$ cat src/rtl/dotser_pkg.sv
package dotser_pkg;

    typedef enum logic [1:0] {
        ST_IDLE  = 2'd0,
        ST_SHIFT = 2'd1,
        ST_LATCH = 2'd2
    } seq_state_e;

    // Smallest half-period in system cycles that keeps the shift clock at or below max_hz.
    function automatic int half_ticks(input longint sys_hz, input longint max_hz);
        longint q;
        q = (sys_hz + 2 * max_hz - 1) / (2 * max_hz);
        if (q < 1) q = 1;
        return int'(q);
    endfunction

endpackage

$ cat src/rtl/dotser_tick.sv
module dotser_tick #(
    parameter int HALF = 25
) (
    input  logic clk,
    input  logic rst_n,
    input  logic run,
    output logic tick
);
    localparam int CW = (HALF > 1) ? $clog2(HALF) : 1;

    logic [CW-1:0] cnt_d, cnt_q;

    always_comb begin
        tick  = run && (cnt_q == CW'(HALF - 1));
        cnt_d = cnt_q;
        if (!run || tick) begin
            cnt_d = '0;
        end else begin
            cnt_d = cnt_q + 1'b1;
        end
    end

    always_ff @(posedge clk or negedge rst_n) begin
        if (!rst_n) begin
            cnt_q <= '0;
        end else begin
            cnt_q <= cnt_d;
        end
    end

    // A stopped divider restarts from zero, so the first phase is a full half-period.
    p_restart_r1: assert property (@(posedge clk) disable iff (!rst_n)
        !run |=> !tick);

endmodule

$ cat src/rtl/dotser_fbuf.sv
module dotser_fbuf #(
    parameter  int DOTS = 16,
    localparam int IW   = $clog2(2 * DOTS)
) (
    input  logic          clk,
    input  logic          rst_n,
    input  logic          wr_en,
    input  logic [IW-1:0] wr_addr,
    input  logic          wr_data,
    input  logic          hold,
    input  logic          rd_chain,
    input  logic [IW-1:0] rd_idx,
    output logic          bit_a,
    output logic          bit_b
);
    typedef struct packed {
        logic [DOTS-1:0] upper;
        logic [DOTS-1:0] lower;
    } fbuf_regs_t;

    fbuf_regs_t buf_d, buf_q;

    always_comb begin
        buf_d = buf_q;
        if (wr_en && !hold) begin
            for (int i = 0; i < DOTS; i++) begin
                if (int'(wr_addr) == i)        buf_d.upper[i] = wr_data;
                if (int'(wr_addr) == DOTS + i) buf_d.lower[i] = wr_data;
            end
        end
    end

    // Stream position to buffer bit: chained streams start with the lower array.
    always_comb begin
        bit_a = 1'b0;
        bit_b = 1'b0;
        for (int i = 0; i < DOTS; i++) begin
            if (rd_chain) begin
                if (int'(rd_idx) == i)        bit_a = buf_q.lower[i];
                if (int'(rd_idx) == DOTS + i) bit_a = buf_q.upper[i];
            end else if (int'(rd_idx) == i) begin
                bit_a = buf_q.upper[i];
                bit_b = buf_q.lower[i];
            end
        end
    end

    always_ff @(posedge clk or negedge rst_n) begin
        if (!rst_n) begin
            buf_q <= '0;
        end else begin
            buf_q <= buf_d;
        end
    end

    p_frozen_while_busy_r8: assert property (@(posedge clk) disable iff (!rst_n)
        hold |=> $stable(buf_q));

endmodule

$ cat src/rtl/dotser_seq.sv
module dotser_seq
    import dotser_pkg::*;
#(
    parameter  int DOTS = 16,
    localparam int IW   = $clog2(2 * DOTS)
) (
    input  logic          clk,
    input  logic          rst_n,
    input  logic          start,
    input  logic          chain_mode,
    input  logic          tick,
    input  logic          bit_a,
    input  logic          bit_b,
    output logic [IW-1:0] rd_idx,
    output logic          rd_chain,
    output logic          run,
    output logic          busy,
    output logic          done,
    output logic          chain,
    output logic          sclk,
    output logic          sdat_a,
    output logic          sdat_b,
    output logic          latch
);
    localparam logic [IW-1:0] LAST_DUAL  = IW'(DOTS - 1);
    localparam logic [IW-1:0] LAST_CHAIN = IW'(2 * DOTS - 1);

    typedef struct packed {
        seq_state_e    st;
        logic [IW-1:0] idx;
        logic          chain;
        logic          sclk;
        logic          sa;
        logic          sb;
        logic          latch;
        logic          lat_ph;
        logic          busy;
        logic          done;
    } seq_regs_t;

    localparam seq_regs_t SEQ_RESET = '{st: ST_IDLE, idx: '0, default: 1'b0};

    seq_regs_t s_d, s_q;
    logic [IW-1:0] last_idx;

    // Buffer read address for the bit that loads on this edge.
    always_comb begin
        if (s_q.st == ST_IDLE) begin
            rd_chain = chain_mode;
            rd_idx   = '0;
        end else begin
            rd_chain = s_q.chain;
            rd_idx   = (s_q.st == ST_SHIFT && tick && s_q.sclk) ? s_q.idx + 1'b1 : s_q.idx;
        end
    end

    always_comb begin
        s_d      = s_q;
        s_d.done = 1'b0;
        last_idx = s_q.chain ? LAST_CHAIN : LAST_DUAL;
        case (s_q.st)
            ST_IDLE: begin
                if (start) begin
                    s_d.st    = ST_SHIFT;
                    s_d.busy  = 1'b1;
                    s_d.chain = chain_mode;
                    s_d.idx   = '0;
                    s_d.sclk  = 1'b0;
                    s_d.sa    = bit_a;
                    s_d.sb    = bit_b;
                end
            end
            ST_SHIFT: begin
                if (tick) begin
                    if (!s_q.sclk) begin
                        s_d.sclk = 1'b1;
                    end else begin
                        s_d.sclk = 1'b0;
                        if (s_q.idx == last_idx) begin
                            s_d.st     = ST_LATCH;
                            s_d.latch  = 1'b1;
                            s_d.lat_ph = 1'b0;
                            s_d.sa     = 1'b0;
                            s_d.sb     = 1'b0;
                        end else begin
                            s_d.idx = s_q.idx + 1'b1;
                            s_d.sa  = bit_a;
                            s_d.sb  = bit_b;
                        end
                    end
                end
            end
            ST_LATCH: begin
                if (tick) begin
                    if (s_q.lat_ph) begin
                        s_d.st    = ST_IDLE;
                        s_d.latch = 1'b0;
                        s_d.busy  = 1'b0;
                        s_d.done  = 1'b1;
                    end else begin
                        s_d.lat_ph = 1'b1;
                    end
                end
            end
            default: s_d = SEQ_RESET;
        endcase
    end

    always_ff @(posedge clk or negedge rst_n) begin
        if (!rst_n) begin
            s_q <= SEQ_RESET;
        end else begin
            s_q <= s_d;
        end
    end

    assign run    = (s_q.st != ST_IDLE);
    assign busy   = s_q.busy;
    assign done   = s_q.done;
    assign chain  = s_q.chain;
    assign sclk   = s_q.sclk;
    assign sdat_a = s_q.sa;
    assign sdat_b = s_q.sb;
    assign latch  = s_q.latch;

    p_start_taken_r6: assert property (@(posedge clk) disable iff (!rst_n)
        (!busy && !done && start) |=> busy);

    p_mode_held_r7: assert property (@(posedge clk) disable iff (!rst_n)
        (busy && $past(busy)) |-> $stable(chain));

endmodule

$ cat src/rtl/dotser_ctrl.sv
module dotser_ctrl
    import dotser_pkg::*;
#(
    parameter  int     DOTS_PER_ARRAY = 16,
    parameter  longint SYS_CLK_HZ     = 200_000_000,
    parameter  longint MAX_SCLK_HZ    = 4_000_000,
    localparam int     AW             = $clog2(2 * DOTS_PER_ARRAY)
) (
    input  logic          clk,
    input  logic          rst_n,
    input  logic          wr_en,
    input  logic [AW-1:0] wr_addr,
    input  logic          wr_data,
    input  logic          start,
    input  logic          chain_mode,
    input  logic          blank,
    output logic          busy,
    output logic          done,
    output logic          sclk_a,
    output logic          sdat_a,
    output logic          sclk_b,
    output logic          sdat_b,
    output logic          latch,
    output logic          disp_en
);
    localparam int HALF = half_ticks(SYS_CLK_HZ, MAX_SCLK_HZ);

    logic          tick, run, rd_chain, chain, sclk;
    logic          bit_a, bit_b;
    logic [AW-1:0] rd_idx;
    logic          en_d, en_q;

    dotser_tick #(.HALF(HALF)) u_tick (
        .clk  (clk),
        .rst_n(rst_n),
        .run  (run),
        .tick (tick)
    );

    dotser_fbuf #(.DOTS(DOTS_PER_ARRAY)) u_fbuf (
        .clk     (clk),
        .rst_n   (rst_n),
        .wr_en   (wr_en),
        .wr_addr (wr_addr),
        .wr_data (wr_data),
        .hold    (busy),
        .rd_chain(rd_chain),
        .rd_idx  (rd_idx),
        .bit_a   (bit_a),
        .bit_b   (bit_b)
    );

    dotser_seq #(.DOTS(DOTS_PER_ARRAY)) u_seq (
        .clk       (clk),
        .rst_n     (rst_n),
        .start     (start),
        .chain_mode(chain_mode),
        .tick      (tick),
        .bit_a     (bit_a),
        .bit_b     (bit_b),
        .rd_idx    (rd_idx),
        .rd_chain  (rd_chain),
        .run       (run),
        .busy      (busy),
        .done      (done),
        .chain     (chain),
        .sclk      (sclk),
        .sdat_a    (sdat_a),
        .sdat_b    (sdat_b),
        .latch     (latch)
    );

    // Pair B is parked in chained mode; its data is already forced low by the buffer read.
    assign sclk_a = sclk;
    assign sclk_b = sclk & ~chain;

    always_comb begin
        en_d = ~blank;
    end

    always_ff @(posedge clk or negedge rst_n) begin
        if (!rst_n) begin
            en_q <= 1'b1;
        end else begin
            en_q <= en_d;
        end
    end

    assign disp_en = en_q;

    // Checker state: cycles since the shift clock last changed.
    logic sclk_prev_q;
    int   hold_cnt_q;

    always_ff @(posedge clk or negedge rst_n) begin
        if (!rst_n) begin
            sclk_prev_q <= 1'b0;
            hold_cnt_q  <= 0;
        end else begin
            sclk_prev_q <= sclk_a;
            if (sclk_a != sclk_prev_q)       hold_cnt_q <= 0;
            else if (hold_cnt_q < 1_000_000) hold_cnt_q <= hold_cnt_q + 1;
        end
    end

    p_low_phase_r1: assert property (@(posedge clk) disable iff (!rst_n)
        (sclk_a && !sclk_prev_q) |-> (hold_cnt_q >= HALF - 1));

    p_high_phase_r1: assert property (@(posedge clk) disable iff (!rst_n)
        (!sclk_a && sclk_prev_q) |-> (hold_cnt_q >= HALF - 1));

    p_data_a_stable_r2: assert property (@(posedge clk) disable iff (!rst_n)
        (sclk_a && $past(sclk_a)) |-> $stable(sdat_a));

    p_data_b_stable_r2: assert property (@(posedge clk) disable iff (!rst_n)
        (sclk_b && $past(sclk_b)) |-> $stable(sdat_b));

    p_chain_b_quiet_r4: assert property (@(posedge clk) disable iff (!rst_n)
        (busy && chain) |-> (!sclk_b && !sdat_b));

    p_latch_vs_clock_r5: assert property (@(posedge clk) disable iff (!rst_n)
        sclk_a |-> !latch);

    p_done_shape_r6: assert property (@(posedge clk) disable iff (!rst_n)
        done |-> (!busy && !latch && $past(busy) && $past(latch)));

    p_done_single_r6: assert property (@(posedge clk) disable iff (!rst_n)
        done |=> !done);

    p_idle_quiet_r10: assert property (@(posedge clk) disable iff (!rst_n)
        !busy |-> (!sclk_a && !sdat_a && !sclk_b && !sdat_b && !latch));

endmodule

$ cat config.mk
export PLATFORM = sky130hd
export DESIGN_NAME = dotser_ctrl
export DESIGN_NICKNAME = d
export VERILOG_FILES = /design/src/rtl/dotser_pkg.sv /design/src/rtl/dotser_tick.sv /design/src/rtl/dotser_fbuf.sv /design/src/rtl/dotser_seq.sv /design/src/rtl/dotser_ctrl.sv
export SDC_FILE = /design/constraint.sdc
export NUM_CORES = 1
export LEC_CHECK = 0
export BUFFER_PORTS_ARGS = -buffer_cell sky130_fd_sc_hd__buf_4
export CAP_MARGIN = 5
export CORE_MARGIN = 4
export CORE_UTILIZATION = 35
export CTS_CLUSTER_SIZE = 14
export DETAILED_ROUTE_END_ITERATION = 10
export SETUP_SLACK_MARGIN = 0.05
export SYNTH_ARGS = -nofsm -noshare
export SYNTH_HDL_FRONTEND = slang
export SYNTH_SLANG_ARGS = --single-unit
$ cat constraint.sdc
create_clock -name clk -period 2.4 [get_ports clk]
set_input_delay 0.24 -clock clk [delete_from_list [all_inputs] [get_ports clk]]
set_output_delay 0.24 -clock clk [all_outputs]
set_load 0.05 [all_outputs]
==> results of run 1 <==
==> repair_timing <==
item | in CTS | in global routing
gates resized for setup | 11 | 29
gates cloned | 0 | 1
pin swaps | 7 | 10
buffers inserted | 6 | 3
setup endpoints to repair | 3 | 7
==> power by group <==
part,switching [mW],leakage (nW),internal [mW]
Combinational,1.64,1.55,1.42
Sequential,0.252,0.688,1.14
Clock,0.324,0.0841,0.522
==> synth_stat cells (all sizes together), types with 5 or more instances <==
cell / count
dfrtp: 52
nand2: 50
o21ai: 39
nor2: 34
a21oi: 31
mux2: 31
inv: 23
clkbuf: 19
nand3: 19
buf: 18
nor3: 15
nor4: 8
ha: 7
o311ai: 7
o31ai: 7
a211oi: 6
and3: 6
nor2b: 6
a22o: 5
and2: 5
o211ai: 5
o21a: 5
o22ai: 5
or2: 5
==> sequential cells by signal, summed over array words and instances, names as in the netlist <==
signal	cells
disp_en	1
u_fbuf.buf_q	32
u_seq.busy	1
u_seq.chain	1
u_seq.done	1
u_seq.latch	1
u_seq.s_q	8
u_seq.sclk	1
u_seq.sdat_a	1
u_seq.sdat_b	1
u_tick.cnt_q	5
==> worst max-delay path, cell delays in order, from the launching register on <==
cell and delay (ns):
dfrtp_1 0.37, inv_2 0.05, ha_4 0.16, and4b_1 0.23, buf_12 0.14, buf_4 0.15, and3_2 0.23, nor2_4 0.22
o221ai_4 0.15, buf_4 0.15, a22oi_1 0.24, a211oi_2 0.12, nor4_2 0.32, o211ai_2 0.12
==> worst min-delay path by stage <==
stage	endpoint	slack, ns	depth (start not counted)
3_3_place_gp	u_tick.cnt_q[0]	0.33	1
6_report	u_seq.done	-0.02	1
5_1_grt	u_seq.done	0.03	1
2_1_floorplan	u_fbuf.buf_q[0]	-0.06	0
4_1_cts	u_tick.cnt_q[0]	0.02	1
3_5_place_dp	u_tick.cnt_q[0]	0.33	1
==> metrics by stage <==
step | util (%) | cells | setup WS (ns) | power, mW
2_1_floorplan | - | 487 | -0.142 | 3.05
3_3_place_gp | 44.0 | 704 | -0.411 | 4.20
3_5_place_dp | 44.0 | 704 | -0.395 | 4.22
4_1_cts | 46.2 | 718 | -0.362 | 5.17
5_1_grt | 47.5 | 722 | -0.470 | 5.65
6_report | 47.5 | 722 | -0.373 | 5.30
==> layer usage <==
layer	track usage, %	up-vias	share of wire [%]
met4	5.42	0	2.3
met3	3.03	33	4.7
met1	24.3	2012	44
li1	-	2006	-
met5	0	-	0
met2	31.4	145	49
==> area by class of cell <==
class	instances	area, µm²
Clock buffer	7	143
Clock inverter	1	30.0
Fill cell	1089	6070
Inverter	23	86.3
Multi-Input combinational cell	374	2750
Sequential cell	53	1330
Tap cell	143	179
Timing Repair Buffer	121	975
==> logic make-up (layout without fill, tap and decap cells) <==
kind of cell / count (synthesis) / after routing
and+or+nand+nor: 167 / 167
AOI/OAI and AO/OA: 162 / 162
buffers and inverters: 60 / 152
DFF: 53 / 53
muxes: 34 / 34
adders and majority gates: 7 / 7
xor gates and xnor gates: 4 / 4
==> impl_metrics.toml, run 1 <==
[sta]
fin_crit_ns = 2.77
setup_slack_ns = -0.373
finalHoldViolations = 16
max_freq_mhz = 361
rsz0062_at_grt = "yes"
period_share_pct = 116
worstMarginPinSlew_ns = 0.699
setup_viol = 2
hold_slack_ns = -0.0214
tns_ns = -0.649
slew_viol_final = 0
finClkSkew_ns = 0.00892
relSlewSlack_pct = 53.4

[global_route]
grt_pass1_wl_um = 21300
grt_usage_pct = 18.5
grt_max_degree = 54
first_global_vias = 4153
overflow = 0
antenna_found_initial = 0

[synthesis]
yosysWarnings = 0
synth_flop_cell = "dfrtp_1"
ys_top_cells_by_area = "dfrtp_1 (31%), mux2_2 (8.3%), nand2_1 (4.3%)"
synth.avg_cell_area_um2 = 8.62
synthAdderAreaFrac_pct = 2.09
synth_top_area_share_pct = 31.0
synth.ff_latch_count = 53
synth_xor_area_share_pct = 0.835
syn_area_mm2 = 0.00420
yosysUniqueCellTypes = 81
synth_compound_area_share_pct = 28.6
yosys.area.top_type = "dfrtp_1"
syn-num-nets = 506
synth_edf_count = 0
synth_cells = 487
synth_top_family_by_area = "compound AO/OA/AOI/OAI gates"
synthArstFlopShare_pct = 100
synthMuxAreaShare_pct = 9.03
yosysSeqAreaShare_pct = 31.6
yosys.area_share.simple_pct = 20.9

[placed_design]
dpl_cell_area_mm2 = 0.00508
numPortBuffers = 19
dp_hpwl_um = 9930
gp_congestion = 1.00

[clocking]
numClockSinks = 53
cts-root-buf = "clkbuf_16"
cts_tree = "yes"
h-tree-depth = 2
cts.path.max_buffers = 2
cts_hold_buf = 0
clkTransAtPathRegs_ns = 0.07
cts_inserted_buffers = 5
worstSkewPairLatency_ns = 0.30

[routing]
routedWlPerCell_um = 18.1
antenna_left = 0
first_pass_iters = 5
drc_errors = 0
routed_via_density = 5.81
routed-via-count = 4196
drt-initial-drc-count = 281
routed_wl_um = 13100

[status]
violations = "negative hold slack, negative setup slack"
status = "finished, violations left"

[power_and_ir_drop]
p_leak_nw = 2.32
power_density_mw_per_mm2 = 965
ir_worst_vdd_mv = 0.435

[worst_setup_path]
crit_end = "u_seq.sdat_a"
crit_required_ns = 2.58
rr_worst_depth = 13
cp-start-kind = "flip-flop"
critPathKind = "flip-flop to flip-flop"
end_kind = "flip-flop"
worst-endpoint-arrival_ns = 2.95
timing.rr.end = "u_seq.sdat_a"
worst-path-max-fanout = 5
cp-startpoint = "u_tick.cnt_q[1]"
regToRegStartpoint = "u_tick.cnt_q[1]"
rrSetupSlack_ns = -0.37

[final_layout]
fin_nets = 597
area_delta_synth_final_pct = 30.8
layout_common_cells = "buf_4 (114), dfrtp_1 (49), nand2_1 (46), mux2_2 (31), a21oi_1 (29)"
final_common_cell = "buf_4"
fin_area_mm2 = 0.00549
drive_above_1_share_pct = 37.5
num_antenna_cells = 0

[die]
die_y_um = 118
ios = 20
core_mm2 = 0.0116
die_w_um = 118
dieArea_mm2 = 0.0138
rows = 39
initial_core_util_pct = 36.3

[min_path]
hold_path.class = "primary input to async pin"

[job]
maxCapViolCount = 0
(Power assumes the default switching activity.)
==> run 2, diff against run 1 <==
--- a/config.mk
+++ b/config.mk
@@ -13,4 +13,5 @@
 export DETAILED_ROUTE_END_ITERATION = 10
 export SETUP_SLACK_MARGIN = 0.05
+export SKIP_LAST_GASP = 1
 export SYNTH_ARGS = -nofsm -noshare
 export SYNTH_HDL_FRONTEND = slang
==> constraint.sdc (replaced) <==
create_clock -name clk -period 2.4 [get_ports clk]
set_input_delay 0.24 -clock clk [delete_from_list [all_inputs] [get_ports clk]]
set_output_delay 0.24 -clock clk [all_outputs]
set_load 0.01 [all_outputs]
==> impl_metrics.toml, run 2 (synthesized netlist as in run 1, its figures left out) <==
[routing]
routed_wl_um = 13400
antenna_left = 0
routedWlPerCell_um = 18.4
drt-initial-drc-count = 364
routed-via-count = 4261
first_pass_iters = 5
drc_errors = 0
routed_via_density = 5.84

[clocking]
cts_inserted_buffers = 5
h-tree-depth = 2
numClockSinks = 53
clkTransAtPathRegs_ns = 0.08
worstSkewPairLatency_ns = 0.30
cts.path.max_buffers = 2
cts-root-buf = "clkbuf_16"
cts_tree = "yes"

[die]
core_mm2 = 0.0116
die_y_um = 118
initial_core_util_pct = 36.3
ios = 20
die_w_um = 118
rows = 39
dieArea_mm2 = 0.0138

[final_layout]
area_delta_synth_final_pct = 33.6
layout_common_cells = "buf_4 (118), dfrtp_1 (50), nand2_1 (45), mux2_2 (31)"
largest_reg_flops = 32
fin_cells = 730
final_common_cell = "buf_4"
largest-register = "u_fbuf.buf_q"
fin_nets = 605
finish.utilization_pct = 48.5
drive_above_1_share_pct = 40.7
reg.largest.list = "u_fbuf.buf_q: 32 flops, u_seq.s_q: 8 flops, u_tick.cnt_q: 5 flops"
num_antenna_cells = 0

[power_and_ir_drop]
p_clk_share_pct = 14.9
p_seq_share_pct = 26.2
ir_worst_vdd_mv = 0.445
switching_share_pct = 42.9
p_leak_nw = 2.36
p_int_mw = 3.05
p_comb_share_pct = 58.9
power.switching_mw = 2.30
power_density_mw_per_mm2 = 954

[sta]
finalHoldViolations = 18
period_share_pct = 115
finClkSkew_ns = 0.00558
setup_viol = 2
hold_slack_ns = -0.0376
slew_viol_final = 0
worstMarginPinSlew_ns = 0.710
rsz0062_at_grt = "yes"
max_freq_mhz = 361
setup_slack_ns = -0.369
relSlewSlack_pct = 52.7
fin_crit_ns = 2.77

[worst_setup_path]
cp_slowest_stage_delay_ns = 0.41
rr_worst_depth = 12
worst-endpoint-arrival_ns = 2.95
cp-start-kind = "flip-flop"
crit_required_ns = 2.58
timing.rr.end = "u_seq.sdat_a"
end_kind = "flip-flop"
regToRegStartpoint = "u_tick.cnt_q[1]"
rrSetupSlack_ns = -0.37
worst-path-max-fanout = 6
critPathKind = "flip-flop to flip-flop"
critPathSlowestCell = "o311ai_0"
crit_chain = "inv_2, ha_4, nand4b_4, buf_4, buf_4, o311ai_0, o41ai_2, o21a_1, o211ai_1, o211ai_1, nor4_2, o211ai_2"

[status]
status = "finished, violations left"
violations = "negative hold slack, negative setup slack"

[min_path]
hold_path.class = "primary input to async pin"

[global_route]
grt_max_degree = 54
first_global_vias = 4225
overflow = 0
antenna_found_initial = 0
grt_usage_pct = 19.3
grt_pass1_wl_um = 21900

[placed_design]
place.detailed.instances = 698
dp_hpwl_um = 10100
numPortBuffers = 19
gp_congestion = 0.963

[job]
maxCapViolCount = 0
==> run 2: cell types whose count changed in the layout (fill, tap and decap cells not counted), moves of 2 or more <==
cell | previous run | this run
a2111oi_0 | 2 | 0
clkinv_4 | 0 | 2
buf_4 | 114 | 118
o21ai_1 | 10 | 6
a2111oi_1 | 0 | 2
buf_6 | 3 | 7
o21ai_2 | 1 | 4
nor4_2 | 2 | 4
==> run 2: repair_timing <==
action                     4_1_cts  5_1_grt
setup buffers                   19        5
pin swaps                       27        7
gates resized for setup         40       18
hold endpoints to repair         0        0
hold buffers                     0        0
gates cloned                     0        0
setup endpoints to repair        5        7
==> run 2: cell type report <==
type | instances | area, µm²
fillers | 1071 | 5960
multi-input cells | 374 | 2800
flip-flops and latches | 53 | 1330
repair buffers | 129 | 1040
well taps | 143 | 179
clock buffers | 5 | 125
inverters | 23 | 90.1
clock inverters | 3 | 33.8
==> run 2: worst max-delay path, delay by kind of cell (launching register included) <==
kind | cells | cell delay (ns)
compound gates | 6 | 1.26
fa+ha+maj | 1 | 0.15
buf+inv | 3 | 0.40
flops | 1 | 0.40
simple gates | 2 | 0.44
==> run 2: power groups by stage <==
stage / Clock (mW) / Combinational [mW] / Sequential [mW]
after global routing: 0.842 / 3.41 / 1.43
after floorplan: 0 / 1.63 / 1.33
final: 0.795 / 3.15 / 1.40
after detailed placement: 0 / 2.71 / 1.41
after CTS: 0.813 / 2.98 / 1.40
after global placement: 0 / 2.70 / 1.39
==> run 2: per-layer routing <==
layer | vias up | track usage, % | part of all wire (%)
met3 | 25 | 2.88 | 5.5
met1 | 2083 | 26.8 | 47
li1 | 2019 | - | -
met5 | - | 0 | 0
met4 | 0 | 6.30 | 2.1
met2 | 134 | 31.1 | 46
==> run 2: how the worst max path moves through the flow <==
stage | cells past startpoint | from | slack, ns | end
final | 12 | u_tick.cnt_q[1] | -0.37 | u_seq.sdat_a
after global routing | 13 | u_tick.cnt_q[1] | -0.48 | u_seq.sdat_a
after detailed placement | 12 | u_seq.s_q[14] | -0.43 | u_seq.sdat_a
after global placement | 11 | u_seq.s_q[13] | -0.40 | u_seq.sdat_a
after floorplan | 12 | u_seq.s_q[13] | -0.14 | u_seq.sdat_a
after CTS | 11 | u_tick.cnt_q[1] | -0.32 | u_seq.sdat_a
==> run 2: stage by stage <==
step                setup TNS (ns)  cell area, µm²  worst slack, ns  total power [mW]
floorplan                   -0.185            4250           -0.142              2.97
detailed placement          -0.746            5040           -0.425              4.12
CTS                         -0.618            5510           -0.320              5.18
finish                      -0.661            5610           -0.369              5.35
global placement            -0.677            5040           -0.398              4.09
global route                -0.923            5610           -0.479              5.69
